File: config.mk
export PLATFORM = sky130hd
export DESIGN_NAME = portclass_ram
export DESIGN_NICKNAME = d
export VERILOG_FILES = /design/src/rtl/pcr_pkg.sv /design/src/rtl/pcr_clash_detect.sv /design/src/rtl/pcr_store.sv /design/src/rtl/pcr_read_port.sv /design/src/rtl/portclass_ram.sv
export SDC_FILE = /design/constraint.sdc
export NUM_CORES = 2
export LEC_CHECK = 0
export BUFFER_PORTS_ARGS = -buffer_cell sky130_fd_sc_hd__clkbuf_2
export CAP_MARGIN = 20
export CORE_ASPECT_RATIO = 1.25
export CORE_UTILIZATION = 45
export DETAILED_ROUTE_END_ITERATION = 7
export RECOVER_POWER = 100
export SETUP_SLACK_MARGIN = 0.15
export SLEW_MARGIN = 10
export SYNTH_ARGS = -nofsm -noshare
export SYNTH_HDL_FRONTEND = slang
export SYNTH_HIERARCHICAL = 1
export SYNTH_SLANG_ARGS = --single-unit
File: constraint.sdc
create_clock -name clk -period 2.7 [get_ports clk]
set_input_delay 0.135 -clock clk [delete_from_list [all_inputs] [get_ports clk]]
set_output_delay 0.135 -clock clk [all_outputs]
set_load 0.01 [all_outputs]
File: src/rtl/pcr_pkg.sv
`timescale 1ns/1ps
package pcr_pkg;

  typedef enum logic [2:0] {
    PC_RW  = 3'd0,
    PC_RAW = 3'd1,
    PC_RO  = 3'd2,
    PC_WO  = 3'd3,
    PC_WD  = 3'd4,
    PC_RWD = 3'd5
  } port_class_e;

  localparam int MAX_PORTS = 16;

  // Cycling 0..5 pattern used as the default class vector.
  function automatic logic [3*MAX_PORTS-1:0] class_cycle();
    logic [3*MAX_PORTS-1:0] v;
    v = '0;
    for (int i = 0; i < MAX_PORTS; i++) begin
      v[3*i +: 3] = 3'(i % 6);
    end
    return v;
  endfunction

  function automatic logic can_write(logic [2:0] c);
    case (c)
      PC_RW, PC_RAW, PC_WO, PC_WD, PC_RWD: return 1'b1;
      default:                             return 1'b0;
    endcase
  endfunction

  function automatic logic always_reads(logic [2:0] c);
    return (c == PC_RO) || (c == PC_RAW);
  endfunction

  function automatic logic is_destructive(logic [2:0] c);
    return (c == PC_WD) || (c == PC_RWD);
  endfunction

endpackage

File: src/rtl/pcr_clash_detect.sv
`timescale 1ns/1ps
module pcr_clash_detect #(
  parameter int AW = 4,
  parameter int NP = 6,
  parameter logic [3*NP-1:0] CLS = '0
) (
  input  logic [NP*AW-1:0] addr,
  input  logic [NP-1:0]    we,
  output logic [NP-1:0]    kill
);
  import pcr_pkg::*;

  // kill[q]: some other port performs a destructive write on q's address.
  always_comb begin
    kill = '0;
    for (int q = 0; q < NP; q++) begin
      for (int p = 0; p < NP; p++) begin
        if ((p != q) && is_destructive(CLS[3*p +: 3]) && we[p] &&
            (addr[p*AW +: AW] == addr[q*AW +: AW])) begin
          kill[q] = 1'b1;
        end
      end
    end
  end

endmodule

File: src/rtl/pcr_store.sv
`timescale 1ns/1ps
module pcr_store #(
  parameter int W  = 16,
  parameter int L  = 16,
  parameter int AW = 4,
  parameter int NP = 6,
  parameter logic [3*NP-1:0] CLS = '0
) (
  input  logic            clk,
  input  logic [NP*AW-1:0] addr,
  input  logic [NP-1:0]    we,
  input  logic [NP*W-1:0]  wdata,
  output logic [NP*W-1:0]  rd_now
);
  import pcr_pkg::*;

  logic [W-1:0] mem_q [L];
  logic [W-1:0] mem_d [L];

  // Ascending scan: the highest-numbered writer to an address wins.
  always_comb begin
    mem_d = mem_q;
    for (int p = 0; p < NP; p++) begin
      if (we[p] && can_write(CLS[3*p +: 3])) begin
        mem_d[addr[p*AW +: AW]] = wdata[p*W +: W];
      end
    end
  end

  always_ff @(posedge clk) begin
    mem_q <= mem_d;
  end

  // Pre-write contents seen by every port this cycle.
  always_comb begin
    for (int p = 0; p < NP; p++) begin
      rd_now[p*W +: W] = mem_q[addr[p*AW +: AW]];
    end
  end

endmodule

File: src/rtl/pcr_read_port.sv
`timescale 1ns/1ps
module pcr_read_port #(
  parameter int W = 16,
  parameter logic [2:0] CLASS = 3'd0
) (
  input  logic         clk,
  input  logic         rst_n,
  input  logic         we,
  input  logic         kill,
  input  logic [W-1:0] rd_now,
  output logic [W-1:0] rdata
);
  import pcr_pkg::*;

  logic         load;
  logic [W-1:0] rdata_d;
  logic [W-1:0] rdata_q;

  always_comb begin
    case (CLASS)
      PC_RO, PC_RAW: load = 1'b1;
      PC_RW, PC_RWD: load = ~we;
      default:       load = 1'b0;
    endcase
  end

  always_comb begin
    rdata_d = rdata_q;
    if (load) begin
      rdata_d = kill ? {W{1'bx}} : rd_now;
    end
  end

  always_ff @(posedge clk or negedge rst_n) begin
    if (!rst_n) rdata_q <= '0;
    else        rdata_q <= rdata_d;
  end

  assign rdata = rdata_q;

endmodule

File: src/rtl/portclass_ram.sv
`timescale 1ns/1ps
module portclass_ram #(
  parameter int W      = 16,
  parameter int L      = 16,
  parameter int NPORTS = 6,
  localparam int NP    = (NPORTS == 0) ? 1 : NPORTS,
  localparam int AW    = (L > 1) ? $clog2(L) : 1,
  localparam logic [3*pcr_pkg::MAX_PORTS-1:0] CLASS_SEQ = pcr_pkg::class_cycle(),
  parameter logic [3*NP-1:0] PORT_CLASS = CLASS_SEQ[3*NP-1:0]
) (
  input  logic            clk,
  input  logic            rst_n,
  input  logic [NP*AW-1:0] addr,
  input  logic [NP-1:0]    we,
  input  logic [NP*W-1:0]  wdata,
  output logic [NP*W-1:0]  rdata
);

  localparam logic [3*NP-1:0] EFF_CLASS = (NPORTS == 0) ? {NP{3'd0}} : PORT_CLASS;

  if ((1 << AW) != L || L < 2) begin : g_bad_depth
    $error("portclass_ram: depth must be a power of two of at least 2");
  end

  for (genvar p = 0; p < NP; p++) begin : g_class_chk
    if (EFF_CLASS[3*p +: 3] > 3'd5) begin : g_bad_class
      $error("portclass_ram: illegal class code on a port");
    end
  end

  // Reset: asynchronous assertion, synchronous release.
  logic [1:0] rst_pipe;
  logic       rst_sync_n;

  always_ff @(posedge clk or negedge rst_n) begin
    if (!rst_n) rst_pipe <= '0;
    else        rst_pipe <= {rst_pipe[0], 1'b1};
  end
  assign rst_sync_n = rst_pipe[1];

  logic [NP-1:0]   kill;
  logic [NP*W-1:0] rd_now;

  pcr_clash_detect #(.AW(AW), .NP(NP), .CLS(EFF_CLASS)) u_clash (
    .addr (addr),
    .we   (we),
    .kill (kill)
  );

  pcr_store #(.W(W), .L(L), .AW(AW), .NP(NP), .CLS(EFF_CLASS)) u_store (
    .clk    (clk),
    .addr   (addr),
    .we     (we),
    .wdata  (wdata),
    .rd_now (rd_now)
  );

  for (genvar p = 0; p < NP; p++) begin : g_port
    pcr_read_port #(.W(W), .CLASS(EFF_CLASS[3*p +: 3])) u_rd (
      .clk    (clk),
      .rst_n  (rst_sync_n),
      .we     (we[p]),
      .kill   (kill[p]),
      .rd_now (rd_now[p*W +: W]),
      .rdata  (rdata[p*W +: W])
    );
  end

endmodule

# Yosys cells after proc, flatten, opt, wreduce, memory -nomap -nowiden
# Index checks and enable logic that the tools add are counted.
[totals]
register_bits = 322
elab_cells = 100
[classes]
bitwise = 6
n_mux = 43
n_eq_ne = 7
n_reduce_logical = 12
n_lt_le_gt_ge = 11
[op_table]
columns = ["op", "count"]
rows = [
  ["bitwise mux 256 bit", 5],
  ["2-to-1 mux 256 bit", 5],
  ["demux 16 bit (select 4 bit)", 5],
  ["2-to-1 mux 16 bit", 17],
  ["binary-select mux 16 bit (select 4 bit)", 4],
  [">= comparator 5 bit (second input constant)", 6],
  ["NOT 4 -> 5 bit", 6],
  ["== test 4 bit", 7],
  ["less-than comparator 5 x 1 -> 1 bit (second input constant)", 5],
  ["logical AND 1 bit", 12],
  ["2-to-1 mux 1 bit", 7],
]

# Depth between registers and ports, before layout
[depth]
depth_word = 15
ltp_mapped = 8

# By module
# The synthesis kept the hierarchy.
[by_module_without_submodules]
columns = ["mod", "instances", "area_per_inst_um2", "cells_per_inst", "seq_area_each_um2"]
rows = [
  ["pcr_store", 1, 30842.1, 3242, 5124.9],
  ["pcr_read_port at g_port[0].u_rd ...", 2, 649.4, 34, 400.4],
  ["pcr_read_port at g_port[1].u_rd ...", 2, 400.4, 16, 400.4],
  ["pcr_clash_detect", 1, 516.7, 69, 0.0],
  ["pcr_read_port at g_port[3].u_rd ...", 2, 123.9, 17, 0.0],
  ["portclass_ram", 1, 53.8, 3, 50.0],
]

# Worst setup path before layout
# OpenSTA, ideal clock, no wires.
[synth_path]
path_kind = "in2reg"
from = "input addr[1]"
to = "register g_port[0].u_rd.rdata_q[10]"
setup_slack_ns = 0.721
required_time_ns = 2.575
arrival_ns = 1.854
stages = 6
path_buffers = 3
cell_sequence = "buf_2 > buf_2 > buf_1 > mux4_2 > mux4_2 > mux2_4"
[synth_between]
elab_chain_len = 5
[synth_rtl]
columns = ["item", "line", "rtl"]
rows = [
  ["start: declaration", "portclass_ram.sv:13", "input logic [NP*AW-1:0] addr,"],
  ["NOT 4 -> 5 bit (implied by the code)", "pcr_store.sv:37", "rd_now[p*W +: W] = mem_q[addr[p*AW +: AW]];"],
  ["binary-select mux 16 bit (select 4 bit)", "pcr_store.sv:37", ""],
  ["2-to-1 mux 16 bit (implied by the code) (2 in a row)", "pcr_store.sv:37", ""],
  ["named net rd_now[10]", "portclass_ram.sv:42", "logic [NP*W-1:0] rd_now;"],
  ["2-to-1 mux 16 bit", "pcr_read_port.sv:30", "rdata_d = kill ? {W{1'bx}} : rd_now;"],
  ["end signal: assignment", "pcr_read_port.sv:36", "else rdata_q <= rdata_d;"],
  ["end: declaration", "pcr_read_port.sv:17", "logic [W-1:0] rdata_q;"],
]
# The timed path passes the listed nets, and every way through them passes these cells. The select of a mux whose other input is x is not followed.
# A chain may end at the register's enable or synchronous reset.

==> flow_metrics.tcl <==
set metrics [dict create \
    wire_per_inst_um 45.77 \
    crit_type "primary input to flip-flop" \
    insertion_delay_ns 0.62 \
    avgSynthCellArea_sq_um 9.240 \
    max_slew_margin_pct -20.46 \
    cts_buffer_depth 3 \
    grt_setup_unrepaired "no" \
    wirelength_um 185400 \
    dpl.hpwl_um 116700 \
    power_density_nw_per_um2 684.7 \
    outcome "finished, violations left" \
    cp.required_ns 3.17 \
    path_max_fanout 19 \
    min_period_over_period_pct 90.73 \
    core-area_sq_um 64670 \
    min_period_ns 2.450 \
    overflow 0 \
    die_area_sq_um 66620 \
    worstSetupEndpointType "flip-flop" \
    die_h_um 288.3 \
    max_freq_mhz 408.2 \
    die_w_um 231.1 \
    tritoncts "yes" \
    cts_buffers 43 \
    worst_pin_slew_ns 1.807 \
    fill_cells 5945 \
    violations "DRC, capacitance limit, slew limit" \
    p_leak_nw 10.53 \
    hold_viol_final 0 \
    utilization_pct 50.68 \
    dp_cells 3953 \
    place_congestion 1.075 \
    grtUsageTotal_pct 54.69 \
    via_count 34556 \
    grt_max_degree 129 \
    final_cells 4052 \
    htree_levels 2 \
    antenna_found_initial 24 \
    multiInputGateArea_sq_um 20430 \
    ios 224 \
    ys_warn_count 6 \
    setup_viol_count_final 0 \
    initial_core_util_pct 45.63 \
    finalNetCount 3281 \
    grt_pass1_vias 32776 \
    drc_errors 1 \
    fin_setup_tns_ns 0 \
    netlist_area_sq_um 29510 \
    crit_path_start_kind "primary input" \
    grt_pass1_wl_um 255700 \
    cap_violations 1 \
    drive_gt1_share_pct 25.58 \
    io_buffers 174 \
    root_buffer "clkbuf_16" \
    ir_drop_v 0.0004532 \
    firstDrtPassIters 8 \
    worstHoldPathType "primary input to flip-flop" \
    vias_per_cell 8.528 \
    clk_pin_slew_ns 0.06 \
    final_antenna_net_count 0 \
    regArea_sq_um 6778 \
    cp.arrival_ns 2.92 \
    skew_ns 0.03129 \
    slew_violations 73 \
    drtIter0Drc 6695 \
    num_rows 104 \
    cts.sinks 322 \
    areaGrowthSynthToFinish_pct 11.05 \
    netlist_instances 3194 \
    post_cts_buffers 0 \
]
## area by class of cell
type                            instances  share of cell area [%]
Antenna cell                           18                  0.1374
Tap cell                              848                   3.238
Clock inverter                          8                  0.1756
Clock buffer                           70                   4.055
Timing Repair Buffer                  416                   9.377
Multi-Input combinational cell       2370                   62.34
Sequential cell                       322                   20.68
## worst paths after layout
path                              startpoint                       end  slack (ns)  depth (start not counted)
min reg2reg                      rst_pipe[0]               rst_pipe[1]        0.35                          0
max                                 addr[20]        u_store/mem_q[100]        0.25                          7
max in group asynchronous        rst_pipe[1]  g_port[5].u_rd/rdata[11]        0.94                          0
max reg2reg                u_store/mem_q[29]  g_port[5].u_rd/rdata[13]        0.79                          3
min                                  addr[7]  g_port[1].u_rd/rdata[15]        0.05                          2
min in group asynchronous              rst_n               rst_pipe[0]        0.39                          3
## cells in the final DEF (no fill, tap or decap), types with 4 or more instances in the layout
cell / n
diode_2: 18
conb_1: 33
or3b_2: 16
dfrtp_1: 65
dfxtp_1: 256
nand2b_1: 4
a31oi_1: 256
o211ai_2: 16
o22ai_1: 512
clkbuf_1: 84
clkinv_2: 5
buf_12: 37
buf_4: 200
nand3b_1: 24
mux2_2: 12
nor2_2: 12
o211ai_1: 256
clkbuf_16: 44
or3_1: 256
mux2_1: 18
clkbuf_2: 102
a22oi_2: 10
and3b_1: 6
clkbuf_8: 13
nand3_1: 10
mux4_1: 4
nand2_1: 298
a21boi_0: 256
nor2_1: 4
mux4_2: 316
nor2b_1: 8
## report_power, final
group	switching (W)	leakage, nW	total [W]	internal [W]
clock	0.00259	0.682	0.00594	0.00336
sequential	0.00202	2.92	0.00827	0.00624
combinational	0.00388	6.93	0.00823	0.00435
## stage by stage
| step | power, W | area (sq um) | hold WS (ns) | setup slack [ns] |
|---|---|---|---|---|
| 2_1_floorplan | 0.01323 | 29620 | -0.1606 | 0.7211 |
| 3_3_place_gp | 0.01608 | 31530 | -0.07977 | 0.2765 |
| 3_5_place_dp | 0.01631 | 31530 | -0.07856 | 0.2665 |
| 4_1_cts | 0.02216 | 32950 | 0.02360 | 0.8165 |
| 5_1_grt | 0.02297 | 32730 | 0.06968 | 0.3913 |
| 6_report | 0.02244 | 32770 | 0.05095 | 0.2503 |
## worst max-delay path, stage by stage
cell	delay (ns)
buf_4	0.19
buf_12	0.19
nor2b_1	0.17
clkbuf_1	0.17
a22oi_1	1.40
buf_4	0.49
a31oi_1	0.12
## routing by layer
metal	GRT usage, %	vias up	share of wire (%)
li1	-	12818	-
met5	2.202	-	0.11
met1	64.45	16727	34
met3	29.01	1194	17
met2	73.12	3798	38
met4	43.87	19	11
## sequential cells by signal, indices dropped and copies added, names as in the netlist
name / flops
u_store/mem_q: 256
g_port.u_rd/rdata: 64
rst_pipe: 2
## repair_timing
action,4_1_cts,5_1_grt
hold endpoints to repair,3,0
hold buffers,3,0
resized for setup,0,0
Power figures use the tool's default switching activity.
